==> src/rtl/spi_reg_pkg.sv <==
package spi_reg_pkg;
  localparam int BUS_W      = 32;
  localparam int ADDR_W     = 8;
  localparam int WORD_W     = 16;
  localparam int FIFO_DEPTH = 4;
  localparam int DIV_W      = 8;
  localparam int CNT_W      = $clog2(FIFO_DEPTH + 1);

  localparam logic [7:0] OFS_MCTL = 8'h00;
  localparam logic [7:0] OFS_CTL0 = 8'h04;
  localparam logic [7:0] OFS_CTL1 = 8'h08;
  localparam logic [7:0] OFS_STAT = 8'h14;
  localparam logic [7:0] OFS_DATA = 8'h18;

  localparam logic [1:0] MODE_CFG = 2'b01;
  localparam logic [1:0] MODE_ACT = 2'b10;

  // Strobes from the register control to the datapath
  typedef struct packed {
    logic              txPush;
    logic              rxPop;
    logic              clearAll;
    logic [WORD_W-1:0] txWord;
  } strobe_t;

  // Static shifter settings held in the register control
  typedef struct packed {
    logic             active;
    logic             stop;
    logic             cpol;
    logic             cpha;
    logic             msbFirst;
    logic             wide;
    logic [DIV_W-1:0] div;
  } shiftCfg_t;

  // Datapath state reported back for status and reads
  typedef struct packed {
    logic [CNT_W-1:0]  txCount;
    logic [CNT_W-1:0]  rxCount;
    logic              idle;
    logic [WORD_W-1:0] rxHead;
  } dpStatus_t;
endpackage

==> src/rtl/spi_reg_fifo.sv <==
module spi_reg_fifo #(
  parameter int WIDTH = 16,
  parameter int DEPTH = 4,
  localparam int PTR_W = (DEPTH > 1) ? $clog2(DEPTH) : 1,
  localparam int CNT_W = $clog2(DEPTH + 1)
) (
  input  logic             clk,
  input  logic             rstN,
  input  logic             clear,
  input  logic             push,
  input  logic [WIDTH-1:0] pushData,
  input  logic             pop,
  output logic [WIDTH-1:0] headData,
  output logic [CNT_W-1:0] count,
  output logic             full,
  output logic             empty
);
  logic [WIDTH-1:0] mem [DEPTH];
  logic [PTR_W-1:0] wrPtr, rdPtr;
  logic doPush, doPop;

  assign full   = (count == CNT_W'(DEPTH));
  assign empty  = (count == '0);
  assign doPush = push && !full;
  assign doPop  = pop && !empty;

  function automatic logic [PTR_W-1:0] nextPtr(input logic [PTR_W-1:0] p);
    return (p == PTR_W'(DEPTH - 1)) ? '0 : p + 1'b1;
  endfunction

  always_ff @(posedge clk) begin
    if (!rstN) begin
      wrPtr <= '0;
      rdPtr <= '0;
      count <= '0;
    end else if (clear) begin
      wrPtr <= '0;
      rdPtr <= '0;
      count <= '0;
    end else begin
      if (doPush) wrPtr <= nextPtr(wrPtr);
      if (doPop)  rdPtr <= nextPtr(rdPtr);
      count <= count + CNT_W'(doPush) - CNT_W'(doPop);
    end
  end

  always_ff @(posedge clk) begin
    if (doPush && !clear) mem[wrPtr] <= pushData;
  end

  assign headData = empty ? '0 : mem[rdPtr];

  // a push into a full FIFO leaves it full
  a_r4_full_push_dropped: assert property (@(posedge clk) disable iff (!rstN)
    (push && full && !pop && !clear) |=> (count == $past(count)));

  // a pop from an empty FIFO changes nothing
  a_r5_empty_pop_stable: assert property (@(posedge clk) disable iff (!rstN)
    (pop && empty && !push && !clear) |=> (count == '0));

  a_r4_count_bounded: assert property (@(posedge clk) disable iff (!rstN)
    count <= CNT_W'(DEPTH));
endmodule

==> src/rtl/spi_reg_dp.sv <==
module spi_reg_dp
  import spi_reg_pkg::*;
#(
  parameter int WDW   = WORD_W,
  parameter int DEPTH = FIFO_DEPTH,
  localparam int BIT_W = $clog2(WDW)
) (
  input  logic      clk,
  input  logic      rstN,
  input  strobe_t   strb,
  input  shiftCfg_t cfg,
  input  logic      miso,
  output logic      sck,
  output logic      mosi,
  output dpStatus_t stat
);
  logic [WDW-1:0]   txHead, rxHead;
  logic [CNT_W-1:0] txCount, rxCount;
  logic txFull, txEmpty, rxFull, rxEmpty;
  logic txPop, rxPush;

  logic             busy;
  logic [DIV_W-1:0] phCnt;
  logic [BIT_W-1:0] bitIdx;
  logic [WDW-1:0]   curWord, rxAcc, rxNext;

  logic [DIV_W-1:0] effDiv, activeLen, idleLen, samplePt;
  logic [BIT_W-1:0] lastBit, bitPos;
  logic sckActive, sampleNow, bitEnd, wordEnd, canStart, abortWord;

  spi_reg_fifo #(.WIDTH(WDW), .DEPTH(DEPTH)) txFifo (
    .clk(clk), .rstN(rstN), .clear(strb.clearAll),
    .push(strb.txPush), .pushData(strb.txWord), .pop(txPop),
    .headData(txHead), .count(txCount), .full(txFull), .empty(txEmpty)
  );

  spi_reg_fifo #(.WIDTH(WDW), .DEPTH(DEPTH)) rxFifo (
    .clk(clk), .rstN(rstN), .clear(strb.clearAll),
    .push(rxPush), .pushData(rxNext), .pop(strb.rxPop),
    .headData(rxHead), .count(rxCount), .full(rxFull), .empty(rxEmpty)
  );

  // Bit timing derived from the divisor
  always_comb begin
    effDiv    = (cfg.div < DIV_W'(2)) ? DIV_W'(2) : cfg.div;
    activeLen = effDiv >> 1;
    idleLen   = effDiv - activeLen;
    samplePt  = cfg.cpha ? activeLen : idleLen;
    sckActive = cfg.cpha ? (phCnt < activeLen) : (phCnt >= idleLen);
    lastBit   = cfg.wide ? BIT_W'(WDW - 1) : BIT_W'(WDW / 2 - 1);
    bitPos    = cfg.msbFirst ? (lastBit - bitIdx) : bitIdx;
  end

  always_comb begin
    sampleNow = busy && (phCnt == samplePt);
    bitEnd    = busy && (phCnt == effDiv - 1'b1);
    wordEnd   = bitEnd && (bitIdx == lastBit);
    abortWord = strb.clearAll || !cfg.active;
    canStart  = !busy && cfg.active && !cfg.stop && !txEmpty && !rxFull && !strb.clearAll;
    rxNext    = rxAcc;
    if (sampleNow) rxNext[bitPos] = miso;
  end

  assign txPop  = canStart;
  assign rxPush = wordEnd && !abortWord;

  always_ff @(posedge clk) begin
    if (!rstN) begin
      busy    <= 1'b0;
      phCnt   <= '0;
      bitIdx  <= '0;
      curWord <= '0;
      rxAcc   <= '0;
    end else if (abortWord) begin
      busy <= 1'b0;
    end else if (canStart) begin
      busy    <= 1'b1;
      phCnt   <= '0;
      bitIdx  <= '0;
      curWord <= txHead;
      rxAcc   <= '0;
    end else if (busy) begin
      rxAcc <= rxNext;
      if (bitEnd) begin
        phCnt <= '0;
        if (wordEnd) busy <= 1'b0;
        else         bitIdx <= bitIdx + 1'b1;
      end else begin
        phCnt <= phCnt + 1'b1;
      end
    end
  end

  assign sck  = busy ? (cfg.cpol ^ sckActive) : cfg.cpol;
  assign mosi = busy ? curWord[bitPos] : 1'b0;

  assign stat.txCount = txCount;
  assign stat.rxCount = rxCount;
  assign stat.idle    = !busy && txEmpty;
  assign stat.rxHead  = rxHead;

  logic unusedFlags;
  assign unusedFlags = txFull ^ rxEmpty;

  // a word only begins while the block is active
  a_r2_start_only_active: assert property (@(posedge clk) disable iff (!rstN)
    $rose(busy) |-> $past(cfg.active));

  // captured words never overflow the receive FIFO
  a_r12_no_rx_overflow: assert property (@(posedge clk) disable iff (!rstN)
    rxPush |-> !rxFull);

  // stop holds the shifter idle
  a_r7_stop_blocks_start: assert property (@(posedge clk) disable iff (!rstN)
    (!busy && cfg.stop) |=> !busy);

  // the bit index moves only at a bit boundary
  a_r8_bit_hold: assert property (@(posedge clk) disable iff (!rstN)
    (busy && !bitEnd && !abortWord) |=> $stable(bitIdx));
endmodule

==> src/rtl/spi_reg_ctrl.sv <==
module spi_reg_ctrl
  import spi_reg_pkg::*;
(
  input  logic              clk,
  input  logic              rstN,
  input  logic [ADDR_W-1:0] busAddr,
  input  logic              busWe,
  input  logic              busRe,
  input  logic [BUS_W-1:0]  busWdata,
  input  dpStatus_t         stat,
  output logic [BUS_W-1:0]  busRdata,
  output logic              irq,
  output strobe_t           strb,
  output shiftCfg_t         cfg
);
  logic             modeAct, stopReq;
  logic             cpol, cpha, msbFirst, rxIntEn;
  logic [1:0]       rxLevel;
  logic [DIV_W-1:0] div;
  logic [4:0]       lenField;
  logic             thrFlag;
  logic selMctl, selCtl0, selCtl1, selStat, selData;

  assign selMctl = (busAddr == ADDR_W'(OFS_MCTL));
  assign selCtl0 = (busAddr == ADDR_W'(OFS_CTL0));
  assign selCtl1 = (busAddr == ADDR_W'(OFS_CTL1));
  assign selStat = (busAddr == ADDR_W'(OFS_STAT));
  assign selData = (busAddr == ADDR_W'(OFS_DATA));

  always_ff @(posedge clk) begin
    if (!rstN) begin
      modeAct  <= 1'b0;
      stopReq  <= 1'b0;
      cpol     <= 1'b0;
      cpha     <= 1'b0;
      msbFirst <= 1'b0;
      rxIntEn  <= 1'b0;
      rxLevel  <= 2'd0;
      div      <= DIV_W'(2);
      lenField <= 5'd8;
    end else if (busWe) begin
      if (selMctl) begin
        modeAct <= (busWdata[7:6] == MODE_ACT);
        stopReq <= busWdata[1];
      end
      if (selCtl0 && !modeAct) begin
        cpol     <= busWdata[0];
        cpha     <= busWdata[1];
        msbFirst <= busWdata[2];
        rxIntEn  <= busWdata[9];
        rxLevel  <= busWdata[13:12];
      end
      if (selCtl1 && !modeAct) begin
        div      <= busWdata[15:8];
        lenField <= busWdata[4:0];
      end
    end
  end

  always_comb begin
    strb.txPush   = busWe && selData && modeAct;
    strb.txWord   = busWdata[WORD_W-1:0];
    strb.rxPop    = busRe && selData;
    strb.clearAll = busWe && selMctl && busWdata[0];
  end

  always_comb begin
    cfg.active   = modeAct;
    cfg.stop     = stopReq;
    cfg.cpol     = cpol;
    cfg.cpha     = cpha;
    cfg.msbFirst = msbFirst;
    cfg.wide     = (lenField == 5'd16);
    cfg.div      = div;
  end

  assign thrFlag = (stat.rxCount > CNT_W'(rxLevel));
  assign irq     = thrFlag && rxIntEn;

  always_comb begin
    busRdata = '0;
    if (selMctl) begin
      busRdata[7:6] = modeAct ? MODE_ACT : MODE_CFG;
      busRdata[1]   = stopReq;
    end else if (selCtl0) begin
      busRdata[0]     = cpol;
      busRdata[1]     = cpha;
      busRdata[2]     = msbFirst;
      busRdata[9]     = rxIntEn;
      busRdata[13:12] = rxLevel;
    end else if (selCtl1) begin
      busRdata[15:8] = div;
      busRdata[4:0]  = lenField;
    end else if (selStat) begin
      busRdata[14]    = thrFlag;
      busRdata[13:11] = stat.txCount;
      busRdata[10:8]  = stat.rxCount;
      busRdata[2]     = stat.idle;
    end else if (selData) begin
      busRdata[WORD_W-1:0] = stat.rxHead;
    end
  end

  logic unusedBits;
  assign unusedBits = ^busWdata[BUS_W-1:WORD_W];

  // control 0 is frozen while active
  a_r3_ctl0_locked: assert property (@(posedge clk) disable iff (!rstN)
    (busWe && selCtl0 && modeAct) |=>
      ($stable(cpol) && $stable(cpha) && $stable(msbFirst) && $stable(rxLevel) && $stable(rxIntEn)));

  // control 1 is frozen while active
  a_r3_ctl1_locked: assert property (@(posedge clk) disable iff (!rstN)
    (busWe && selCtl1 && modeAct) |=> ($stable(div) && $stable(lenField)));

  // data writes in configuration mode never grow the transmit FIFO
  a_r4_cfg_data_dropped: assert property (@(posedge clk) disable iff (!rstN)
    (busWe && selData && !modeAct) |=> (stat.txCount <= $past(stat.txCount)));

  // clearing leaves both FIFOs empty
  a_r6_clear_empties: assert property (@(posedge clk) disable iff (!rstN)
    strb.clearAll |=> (stat.txCount == '0 && stat.rxCount == '0));

  // the interrupt needs waiting words and its enable
  a_r13_irq_needs_data: assert property (@(posedge clk) disable iff (!rstN)
    irq |-> (stat.rxCount != '0 && rxIntEn));
endmodule

==> src/rtl/spi_reg_master.sv <==
module spi_reg_master
  import spi_reg_pkg::*;
(
  input  logic              clk,
  input  logic              rstN,
  input  logic [ADDR_W-1:0] busAddr,
  input  logic              busWe,
  input  logic              busRe,
  input  logic [BUS_W-1:0]  busWdata,
  output logic [BUS_W-1:0]  busRdata,
  output logic              irq,
  output logic              sck,
  output logic              mosi,
  input  logic              miso
);
  strobe_t   strb;
  shiftCfg_t cfg;
  dpStatus_t stat;

  spi_reg_ctrl ctrlU (
    .clk(clk), .rstN(rstN), .busAddr(busAddr), .busWe(busWe), .busRe(busRe),
    .busWdata(busWdata), .stat(stat), .busRdata(busRdata), .irq(irq),
    .strb(strb), .cfg(cfg)
  );

  spi_reg_dp #(.WDW(WORD_W), .DEPTH(FIFO_DEPTH)) dpU (
    .clk(clk), .rstN(rstN), .strb(strb), .cfg(cfg), .miso(miso),
    .sck(sck), .mosi(mosi), .stat(stat)
  );
endmodule

==> config.mk <==
export PLATFORM = sky130hd
export DESIGN_NAME = spi_reg_master
export DESIGN_NICKNAME = d
export VERILOG_FILES = /design/src/rtl/spi_reg_pkg.sv /design/src/rtl/spi_reg_fifo.sv /design/src/rtl/spi_reg_dp.sv /design/src/rtl/spi_reg_ctrl.sv /design/src/rtl/spi_reg_master.sv
export SDC_FILE = /design/constraint.sdc
export NUM_CORES = 1
export LEC_CHECK = 0
export ABC_CLOCK_PERIOD_IN_PS = 4700
export BUFFER_PORTS_ARGS = -buffer_cell sky130_fd_sc_hd__buf_2
export CAP_MARGIN = 40
export CORE_MARGIN = 3
export CORE_UTILIZATION = 33
export DETAILED_ROUTE_END_ITERATION = 7
export PLACE_DENSITY = 0.58
export SLEW_MARGIN = 20
export SYNTH_ARGS = -nofsm -noshare
export SYNTH_HDL_FRONTEND = slang
export SYNTH_SLANG_ARGS = --single-unit
==> constraint.sdc <==
create_clock -name clk -period 4.7 [get_ports clk]
set_input_delay 0.705 -clock clk [delete_from_list [all_inputs] [get_ports clk]]
set_output_delay 0.705 -clock clk [all_outputs]
set_load 0.05 [all_outputs]
# After elaboration in Yosys (flattened, before gate mapping)
# Memory sizes are Yosys's and may differ from the RTL's. A register that Yosys moved wholly into a read port is not among the register bits.
# Cells that the tools add are included.
# word_totals
reg_bits,64
mem_bits_rw,128
inputBits,45
output_inout_bits,35
word_cells,170
n_memories,2
# mem_list
memory,words,word_bits,read_ports,rd_clocked_by_memory_dff,write_ports,line_no,text
dpU.rxFifo.mem,4,16,1,1,1,spi_reg_fifo.sv:18,logic [WIDTH-1:0] mem [DEPTH];
dpU.txFifo.mem,4,16,1,1,1,spi_reg_fifo.sv:18,
# classes
n_addsub,13
n_lt_le_gt_ge,6
eq_ne,16
muxes,62
bitwise,3
n_reduce_logical,49
# ops
cell,n
$mux W16,9
$mux W8,7
$mux W4,7
$logic_and A1 B1 Y1,25
$mux W2,12
$mux W1,18
$bwmux W16,1
$eq A8 B5 Y1 const B,2
$eq A8 B8 Y1,2
$eq A2 B2 Y1 const B,5
$logic_not A1 Y1,10
$mux W5,2
$reduce_and A2 Y1,5
$add A2 B1 Y2 const B,4
$add A8 B1 Y8 const B,1
$eq A8 B3 Y1 const B,1
$eq A8 B4 Y1 const B,1
$ge A8 B8 Y1,1
$logic_not A8 Y1,1
$lt A8 B2 Y1 const B,1
$lt A8 B7 Y1,1
$sub A8 B1 Y8 const B,1
$sub A8 B7 Y8,1
$mux W7,1
other kinds (22),30

# Depth between registers and ports, before layout
# Gate-level depths: netlist of run 1.
# logic_depth
ltp_word,12
depth_mapped,19
depth_no_buf,19

# Modules after synthesis
# A second synthesis of run 1 with hierarchy kept.
# hier_totals
hier_cells,1021
area_unflattened_um2,11753.8
# modules_own_cells
mod,n_inst,cells_each,area_per_inst_um2,seq_area_each_um2
spi_reg_fifo,2,152,3021.6,2102.0
spi_reg_dp,1,507,4101.4,900.9
spi_reg_ctrl,1,210,1609.0,420.4

# Worst setup path after synthesis of run 1
# Ideal clock, no wire load.
# synth_path
path_type,register to output
start,reg ctrlU.div[6]
end,out sck
arrival_time_ns,3.948
required_time_ns,3.995
setup_slack_ns,0.047
path_stages_with_launch,18
path_buffers,0
path_cell_list,dfxtp_1 > inv_1 > ha_1 > nand2b_1 > o31a_1 > clkinv_1 > ha_1 > inv_1 > fa_1 > nor2b_1 > nor2_1 > o41ai_1 > nor2_1 > xnor2_1 > ha_1 > a2111oi_0 > a211oi_1 > xor2_1
# synth_between
elab_chain_len,7
elab_cells_between_ends,8
classes_between,add/sub: 1; order compare: 3; mux: 3; bitwise: 1
# synth_rtl
item,line_no,text
from (decl),spi_reg_ctrl.sv:19,logic [DIV_W-1:0] div;
from (signal assigned),spi_reg_ctrl.sv:54,div <= busWdata[15:8];
$lt A8 B2 Y1,spi_reg_dp.sv:45,effDiv = (cfg.div < DIV_W'(2)) ? DIV_W'(2) : cfg.div;
$mux W8 (*),spi_reg_dp.sv:45,
$sub A8 B7 Y8,spi_reg_dp.sv:47,idleLen = effDiv - activeLen;
$ge A8 B8 Y1,spi_reg_dp.sv:49,sckActive = cfg.cpha ? (phCnt < activeLen) : (phCnt >= idleLen);
$mux W1 (*),spi_reg_dp.sv:49,
$xor A1 B1 Y1 (*),spi_reg_dp.sv:94,assign sck = busy ? (cfg.cpol ^ sckActive) : cfg.cpol;
$mux W1 (*),spi_reg_dp.sv:94,
to (decl),spi_reg_master.sv:12,"output logic sck,"
# Every way passes the cells marked *; elsewhere a longest branch is shown, timed or not.

# Final worst setup path of run 1
# layout_path
start,reg ctrlU.div[4]
end,out sck
# The elaborated chain is that of the path after synthesis.

==> results of run 1 <==
-- worst register-to-register path, cell delays in order, from the launching register on --
cell and delay [ps]:
dfxtp_1 310, or3_4 400, buf_4 150, o31a_1 300
inv_2 130, ha_4 160, nor2_1 60, o21a_1 130
a2111oi_4 410, buf_4 170, xnor3_1 240, a31oi_4 650
buf_12 280, nor4_4 80, mux2_1 420
-- sequential cells by signal, indices dropped and copies added, names as in the netlist, 2 cells and up, named ones only --
register	flops
dpU.rxFifo.count	3
dpU.rxFifo.rdPtr	2
dpU.rxAcc	16
ctrlU.rxLevel	2
ctrlU.lenField	5
dpU.rxFifo.wrPtr	2
dpU.bitIdx	4
dpU.txFifo.mem	64
dpU.curWord	16
dpU.txFifo.wrPtr	2
dpU.txFifo.rdPtr	2
ctrlU.div	8
dpU.txFifo.count	3
dpU.phCnt	8
dpU.rxFifo.mem	64
-- final timing paths --
check	slack, ps	cells past startpoint	endpoint
worst max-delay path	100	15	sck
worst min-delay path	420	1	dpU.txFifo.mem[1][5]
worst max register to register	530	14	dpU.rxFifo.mem[1][13]
worst min register to register	470	2	dpU.curWord[12]
-- synthesized netlist by cell type (all sizes together) (8+ instances only) --
cell / instances / area share [%]
nor2: 40 / 1.3
nor4: 21 / 3.2
mux4: 32 / 6.2
dfxtp: 82 / 14
or3: 10 / 0.58
o22ai: 13 / 0.75
mux2: 20 / 1.9
nand3: 20 / 0.86
inv: 35 / 1.1
nor2b: 21 / 1.1
a31oi: 8 / 0.61
xor2: 13 / 0.98
ha: 48 / 5.2
edfxtp: 128 / 33
and2: 17 / 0.91
mux2i: 16 / 1.4
xnor2: 18 / 1.6
clkbuf: 46 / 1.5
or4: 16 / 1.2
o21ai: 15 / 0.64
o211ai: 22 / 1.7
nand3b: 9 / 0.58
a21oi: 19 / 0.82
and3: 15 / 0.81
a21boi: 29 / 1.9
buf: 35 / 2.1
nor3: 14 / 0.60
nand2: 163 / 5.3
-- placed cells by master, fill, tap and decap left out, types with 12 or more instances in the layout --
master / n
nand3_1: 19
o211ai_1: 15
nand2_1: 163
mux4_2: 32
o22ai_1: 12
conb_1: 16
o21ai_0: 13
xor2_1: 12
mux2_1: 14
a21boi_0: 29
buf_2: 46
and2_1: 15
clkbuf_16: 23
nor3_1: 14
dfxtp_1: 82
nor2_1: 37
nor4_4: 15
and3_1: 15
mux2i_1: 16
a21oi_1: 19
xnor2_1: 16
buf_4: 39
edfxtp_1: 128
nor2b_1: 20
ha_1: 44
inv_1: 33
-- metrics by stage --
stage,instances,hold slack [ps]
floorplan,1043,444
global placement,1498,458
detailed placement,1504,463
CTS,1549,413
global route,1550,430
finish,1550,425
-- logic make-up after synthesis --
logic type                 count (synthesis)  synth area share (%)
and+or+nand+nor                          383                  19.1
DFF                                      210                  47.1
AOI/OAI and AO/OA                        162                  10.8
buffers and inverters                    120                  4.94
muxes                                     68                  9.49
adders and majority gates                 51                  5.67
xor gates and xnor gates                  33                  2.94
other                                      1                0.0322
-- power groups by stage --
| stage | logic (mW) | registers, mW | clock network (mW) |
|---|---|---|---|
| floorplan | 0.0691 | 1.98 | 0 |
| global placement | 0.0937 | 1.98 | 0 |
| detailed placement | 0.0948 | 1.98 | 0 |
| CTS | 0.0957 | 1.94 | 1.94 |
| global route | 0.104 | 1.94 | 2.02 |
| finish | 0.0973 | 1.94 | 1.91 |
-- area by class of cell --
type / count / area share (%)
clock buffers: 24 / 4.31
clock inverters: 16 / 1.64
inverters: 38 / 1.10
multi-input cells: 713 / 43.0
flip-flops and latches: 210 / 40.8
well taps: 455 / 4.24
repair buffers: 94 / 4.85
-- metal layers --
layer | track usage [%] | routed length (um) | vias up
li1 | - | - | 3862
met1 | 21.7 | 13500 | 4047
met2 | 25.2 | 13700 | 184
met3 | 1.81 | 1310 | 43
met4 | 3.40 | 611 | 0
met5 | 0 | 0 | -
-- repair_timing --
action | CTS | global route
gates cloned | 0 | 0
endpoints found under the setup margin | 1 | 1
gates resized for setup | 21 | 10
hold endpoints to repair | 0 | 0
setup buffers | 5 | 0
pin swaps | 14 | 10
==> impl_metrics.ini, run 1 <==
[layout]
drive_gt1_share_pct = 22.2
stdcell_area_um2 = 13400
nNetsFinal = 1175
fillers = 3313
seq_area_um2 = 5490
multi_input_area_um2 = 5780
n_antenna_cell = 0
postLayoutCoreUtil_pct = 38.8
area.growth.synth_to_final_pct = 15.3

[timing]
slew_viol_final = 0
fin_crit_sh_pct = 98.0
fmaxAchievable_mhz = 217
tightest_slew_ps = 806
fin_worst_skew_ps = 21.8
final-hold-violation-count = 0
slew_headroom_pct = 46.2
setup_slack_ps = 96.1
period_minus_slack_ps = 4600
rsz0062_at_grt = true
final-setup-viol-count = 0
finalSetupTns_ps = 0

[placed_design]
dp_slack_ps = 56.2
place_area_um2 = 12400
dp_hpwl_um = 20800
portBuffers = 47
gp_congestion = 0.827

[floorplanning]
dieArea_um2 = 37600
die_x_um = 194
rows = 68
io_pins = 80
die_h_um = 194
core-area_um2 = 34600
initial_core_util_pct = 33.6

[power]
p_per_area_nw_per_um2 = 294
power_switching_mw = 0.815
power.total_mw = 3.95
internal_power_mw = 3.13
combPwrFrac_pct = 2.5
peakVddDrop_mv = 0.254
p_leak_nw = 4.59
pwr-share-seq_pct = 49.1
power_frac_clock_pct = 48.4
swShare_pct = 20.7

[routing]
wirelength_um = 29200
num_vias = 8136
via_per_inst = 5.25
dr.pass1.iters = 5
post-route-drc-count = 0
ant_nets = 0
routedWlPerCell_um = 18.8
drt_iter0_markers = 581

[setup_path]
crit_type = reg -> out
critPathMaxStageDelay_ps = 410
cp-end-kind = output port
path_buf_inv = 3
r2r_start = ctrlU.div[4]
slowest_stage = a2111oi_4
cp.arrival_ps = 3900
crit_start = ctrlU.div[4]
required_ps = 3990
crit_top_cell = o31a_1
crit_chain = or3_4 > buf_4 > o31a_1 > inv_2 > ha_4 > nor2_1 > o21a_1 > a2111oi_4 > xnor2_1 > ha_2 > o31a_1 > o21ai_1 > a211oi_2 > xor2_2 > buf_6
crit_fanout = 4
cp-start-kind = register
cp_top_family = compound AO/OA/AOI/OAI gates

[run_status]
status = finished clean

[yosys]
synthArstFlopShare_pct = 0
synth_flop_cell = edfxtp_1
synth_edf_count = 128
synth-seq-cells = 210
syn_inst = 1028
syn_area_um2 = 11600
yosysWarnings = 0
synth_area_per_cell_um2 = 11.3
synth_cell_types = 90
yosysSeqAreaShare_pct = 47.1

[global_route]
grt_pass1_vias = 7983
track_usage_pct = 15.3
grt_antenna_before_repair = 0
grt_pass1_wl_um = 46200
grt_max_degree = 57
grt-ovfl-total = 0

[clock_tree]
cts_tree = built
cts_buffer_depth = 3
clkSlewWorstSetupHoldPaths_ps = 70
root_buffer = clkbuf_16
clkLatencyLatePin_ps = 510
ctsHoldBuffers = 0
numCtsBuffers = 22
clock_sinks = 210
ctsHtreeMaxLevel = 1

[job]
cap_violations = 0

[min_path]
min-delay-start = busWdata[5]
hold_path.class = in -> reg
Power figures use the tool's default switching activity.
==> run 2: changes to the inputs <==
--- a/config.mk
+++ b/config.mk
@@ -8,6 +8,7 @@
 export ABC_CLOCK_PERIOD_IN_PS = 4700
 export BUFFER_PORTS_ARGS = -buffer_cell sky130_fd_sc_hd__buf_2
 export CAP_MARGIN = 40
+export CORE_ASPECT_RATIO = 0.9
 export CORE_MARGIN = 3
 export CORE_UTILIZATION = 33
 export DETAILED_ROUTE_END_ITERATION = 7
==> impl_metrics.ini, run 2 (same netlist as run 1, synthesis figures left out) <==
[setup_path]
cp-start-kind = register
crit_chain = or3_4 > o31a_1 > clkinv_2 > ha_4 > inv_2 > fa_2 > nor2b_4 > nor2_4 > nor2_1 > nor2_1 > xnor2_1 > ha_1 > nand2_1 > o21ai_2 > nand3_1 > a211oi_2 > xor2_1 > clkbuf_16
r2r_cells = 20
crit_fanout = 4
required_ps = 3990
slowest_stage = or3_4
cp.arrival_ps = 4020
critPathMaxStageDelay_ps = 400
crit_type = reg -> out
crit_top_cell = nor2_1
cp-end-kind = output port

[placed_design]
portBuffers = 47
dp_slack_ps = 203
place_area_um2 = 12400
gp_congestion = 0.854
placed_cells = 1503
dp_hpwl_um = 19800

[routing]
post-route-drc-count = 0
drt_iter0_markers = 538
routedWlPerCell_um = 18.2
dr.pass1.iters = 5
via_per_inst = 5.13
ant_nets = 0
num_vias = 7961
wirelength_um = 28200

[layout]
final_common_cell = nand2_1
postLayoutCoreUtil_pct = 38.9
drive_gt1_share_pct = 21.8
area.growth.synth_to_final_pct = 14.9
multi_input_area_um2 = 5760
reg_top3 = dpU.rxFifo.mem: 64 flops, dpU.txFifo.mem: 64 flops
fin_cells = 1553
fillers = 3359
final_cell_mix = nand2_1, edfxtp_1, dfxtp_1, buf_2, ha_1
stdcell_area_um2 = 13400
n_antenna_cell = 0
nNetsFinal = 1170
seq_area_um2 = 5490

[global_route]
grt_pass1_vias = 7732
grt_pass1_wl_um = 44400
track_usage_pct = 14.9
grt_max_degree = 39
grt_antenna_before_repair = 1
grt-ovfl-total = 0

[power]
power_switching_mw = 0.805
power_frac_clock_pct = 47.7
combPwrFrac_pct = 2.4
pwr-share-seq_pct = 49.8
p_per_area_nw_per_um2 = 291
swShare_pct = 20.7
internal_power_mw = 3.09
p_leak_nw = 4.58
peakVddDrop_mv = 0.257

[job]
cap_violations = 0

[min_path]
hold_path_depth = 1
hold_path.class = in -> reg

[clock_tree]
root_buffer = clkbuf_16
clock_sinks = 210
ctsHtreeMaxLevel = 1
clkSlewWorstSetupHoldPaths_ps = 60
cts_buffer_depth = 3
clkLatencyLatePin_ps = 510
cts_tree = built
numCtsBuffers = 23

[floorplanning]
die_x_um = 204
die_h_um = 184
core-area_um2 = 34400
initial_core_util_pct = 33.8
rows = 64
io_pins = 80
dieArea_um2 = 37600

[timing]
period_minus_slack_ps = 4730
fin_worst_skew_ps = 12.3
final-setup-viol-count = 1
final-hold-violation-count = 0
fmaxAchievable_mhz = 211
setup_slack_ps = -29.8
rsz0062_at_grt = true
tightest_slew_ps = 813
fin_crit_sh_pct = 101
slew_headroom_pct = 45.8
finalSetupTns_ps = -29.8
slew_viol_final = 0

[run_status]
violations = negative setup slack
status = complete, but fails checks
==> run 2: power groups by stage <==
stage          Sequential (mW)  Combinational (mW)  Clock, mW
2_1_floorplan             1.98              0.0691          0
3_3_place_gp              1.98              0.0928          0
3_5_place_dp              1.98              0.0937          0
4_1_cts                   1.94              0.0944       1.91
5_1_grt                   1.94               0.101       1.99
6_report                  1.94              0.0942       1.86
==> run 2: cell type report <==
class	instances	area share (%)
multi-input combinational	713	43.1
sequential	210	41.0
clock buffer	28	4.74
timing repair buffer	88	4.60
tap	462	4.32
clock inverter	14	1.20
inverter	38	1.08
==> run 2: path summary, 6_finish.rpt <==
path	startpoint	endpoint	slack (ps)
worst max-delay path	ctrlU.div[4]	sck	-30
worst min-delay path	busWdata[5]	dpU.txFifo.mem[1][5]	410
worst max register to register	ctrlU.div[6]	dpU.rxFifo.count[2]	580
worst min register to register	dpU.curWord[4]	dpU.curWord[4]	470
==> run 2: metrics by stage <==
step	power, mW	hold slack, ps
3_3_place_gp	2.07	462
2_1_floorplan	2.05	444
5_1_grt	4.03	396
3_5_place_dp	2.07	464
6_report	3.89	410
4_1_cts	3.94	392
==> run 2: per-layer routing <==
metal | wire length [um] | GRT usage [%]
met1 | 13700 | 21.9
met2 | 12800 | 23.7
met3 | 1210 | 1.84
met4 | 455 | 3.19
met5 | 11 | 0
==> run 2: what timing repair did <==
action,in CTS,in global routing
setup endpoints to repair,1,1
pin swaps,9,8
cloned,0,0
resized for setup,20,9
setup buffers,2,1
hold endpoints to repair,0,0
hold buffers,0,0
==> run 2: worst max-delay path: cells and delay by family, from the launching register on <==
family | cells | cell delay, ps
buf+inv | 3 | 330
xor+xnor | 2 | 350
fa+ha+maj | 3 | 780
flops | 1 | 320
simple gates | 7 | 1040
compound gates | 3 | 680
==> run 3: changes to the inputs <==
--- a/config.mk
+++ b/config.mk
@@ -10,9 +10,9 @@
 export CAP_MARGIN = 40
 export CORE_ASPECT_RATIO = 0.9
 export CORE_MARGIN = 3
-export CORE_UTILIZATION = 33
+export CORE_UTILIZATION = 61
 export DETAILED_ROUTE_END_ITERATION = 7
-export PLACE_DENSITY = 0.58
+export PLACE_DENSITY = 0.82
 export SLEW_MARGIN = 20
 export SYNTH_ARGS = -nofsm -noshare
 export SYNTH_HDL_FRONTEND = slang
==> impl_metrics.ini, run 3 (same netlist as run 1, synthesis figures left out) <==
[timing]
fmaxAchievable_mhz = 209
final-hold-violation-count = 0
final-setup-viol-count = 1
rsz0062_at_grt = true
tightest_slew_ps = 880
slew_viol_final = 0
period_minus_slack_ps = 4790
setup_slack_ps = -90.4
slew_headroom_pct = 41.2
fin_crit_sh_pct = 102
fin_worst_skew_ps = 13.7

[min_path]
hold_path_depth = 1
min-delay-start = busWdata[5]
hold_path.class = in -> reg
min_to = dpU.txFifo.mem[0][5]

[setup_path]
critPathMaxStageDelay_ps = 410
crit_type = reg -> out
r2r_cells = 21
cp-end-kind = output port
required_ps = 3990
crit_fanout = 3
r2r_start = ctrlU.div[6]
crit_top_cell = buf_4
cp.arrival_ps = 4090
regToRegSetupSlack_ps = 230
cp-start-kind = register
slowest_stage = or3_4
crit_chain = or3_4 > o31a_1 > clkinv_2 > ha_4 > inv_2 > fa_2 > nor2b_4 > nor2_2 > buf_4 > o41ai_4 > nor2_1 > xnor2_1 > ha_1 > a2111oi_4 > a211oi_2 > xor2_1 > buf_4
r2r_end = dpU.rxFifo.count[2]

[routing]
ant_nets = 0
drt_iter0_markers = 1151
wirelength_um = 30200
via_per_inst = 6.56
num_vias = 8807
post-route-drc-count = 5
routedWlPerCell_um = 22.5
dr.pass1.iters = 8

[run_status]
violations = design-rule violations, negative setup slack
status = complete, but fails checks

[power]
peakVddDrop_mv = 0.364
combPwrFrac_pct = 2.5
power_switching_mw = 0.835
internal_power_mw = 3.00
pwr-share-seq_pct = 50.6
p_per_area_nw_per_um2 = 293
swShare_pct = 21.8
p_leak_nw = 4.56
power_frac_clock_pct = 46.9

[layout]
reg_top3 = dpU.rxFifo.mem: 64 flops, dpU.txFifo.mem: 64 flops
nNetsFinal = 1176
fin_cells = 1342
n_antenna_cell = 0
fillers = 1212
drive_gt1_share_pct = 21.5
final_cell_mix = nand2_1, edfxtp_1, dfxtp_1, buf_2, ha_1
area.growth.synth_to_final_pct = 12.3
final_common_cell = nand2_1
stdcell_area_um2 = 13100

[floorplanning]
die_x_um = 152
rows = 47
dieArea_um2 = 20800
initial_core_util_pct = 62.7
core-area_um2 = 18600
die_h_um = 137
io_pins = 80

[clock_tree]
cts_tree = built
clkLatencyLatePin_ps = 530
cts_buffer_depth = 3
ctsHoldBuffers = 0
root_buffer = clkbuf_16
ctsHtreeMaxLevel = 1
numCtsBuffers = 23
clock_sinks = 210
clkSlewWorstSetupHoldPaths_ps = 60

[global_route]
grt-ovfl-total = 0
track_usage_pct = 29.1
grt_max_degree = 57
grt_pass1_wl_um = 46900
grt_pass1_vias = 8374
grt_antenna_before_repair = 1

[job]
cap_violations = 0

[placed_design]
placed_cells = 1288
dp_hpwl_um = 19100
portBuffers = 47
gp_congestion = 0.930
place_area_um2 = 12100
[run 3: cell types whose count changed in the layout (fill, tap and decap cells not counted), sizes merged]
cell,before,now
clkinvlp,1,0
bufinv,3,2
clkbuf,29,31
clkinv,12,8
buf,87,94
inv,36,39
[run 3: area by class of cell]
type                            instances  area (um2)  share of cell area [%]
Clock buffer                           31         606                    4.63
Clock inverter                         11         139                    1.06
Inverter                               38         148                    1.13
Multi-Input combinational cell        713        5750                    44.0
Sequential cell                       210        5490                    42.0
Tap cell                              245         307                    2.34
Timing Repair Buffer                   94         641                    4.90
[run 3: worst max-delay path: cells and delay by family, from the launching register on]
family,cells,cell delay [ps]
XOR/XNOR,2,310
AO/OA/AOI/OAI,4,800
flip-flops,1,330
AND/OR/NAND/NOR,4,790
buffers and inverters,4,500
adder cells (fa/ha/maj),3,810
[run 3: how the worst max path moves through the flow]
stage	from	endpoint	slack (ps)	depth (start not counted)
after floorplan	ctrlU.div[6]	sck	50	17
after global placement	ctrlU.div[6]	sck	120	19
after detailed placement	ctrlU.div[6]	sck	40	19
after CTS	ctrlU.div[3]	sck	-170	17
after global routing	ctrlU.div[4]	sck	-270	18
final	ctrlU.div[4]	sck	-90	17
[run 3: repair_timing]
| action | in CTS | in global routing |
|---|---|---|
| pin swaps | 11 | 12 |
| hold endpoints to repair | 0 | 0 |
| gates resized for setup | 19 | 8 |
| setup buffers | 5 | 2 |
| setup endpoints to repair | 1 | 1 |
[run 3: metal layers]
layer  wire length [um]  GRT usage (%)
met5                 20              0
met4               1220           9.03
met3               3030           5.07
met2              14300           47.5
met1              11700           40.2
[run 3: power groups by stage]
stage	Sequential [mW]	Clock, mW	Combinational [mW]
3_3_place_gp	1.98	0	0.0901
2_1_floorplan	1.98	0	0.0691
4_1_cts	1.94	1.80	0.0926
6_report	1.94	1.80	0.0954
5_1_grt	1.94	1.87	0.101
3_5_place_dp	1.98	0	0.0912
[run 3: per-stage QoR]
stage          setup slack (ps)  utilization (%)  setup TNS, ps  hold WS, ps  total power [mW]
2_1_floorplan              47.4                -              0          444              2.05
3_3_place_gp                119             65.1              0          451              2.07
3_5_place_dp               39.7             65.1              0          461              2.07
4_1_cts                    -171             69.7           -171          400              3.83
5_1_grt                    -274             70.4           -274          414              3.91
6_report                  -90.4             70.4          -90.4          410              3.83
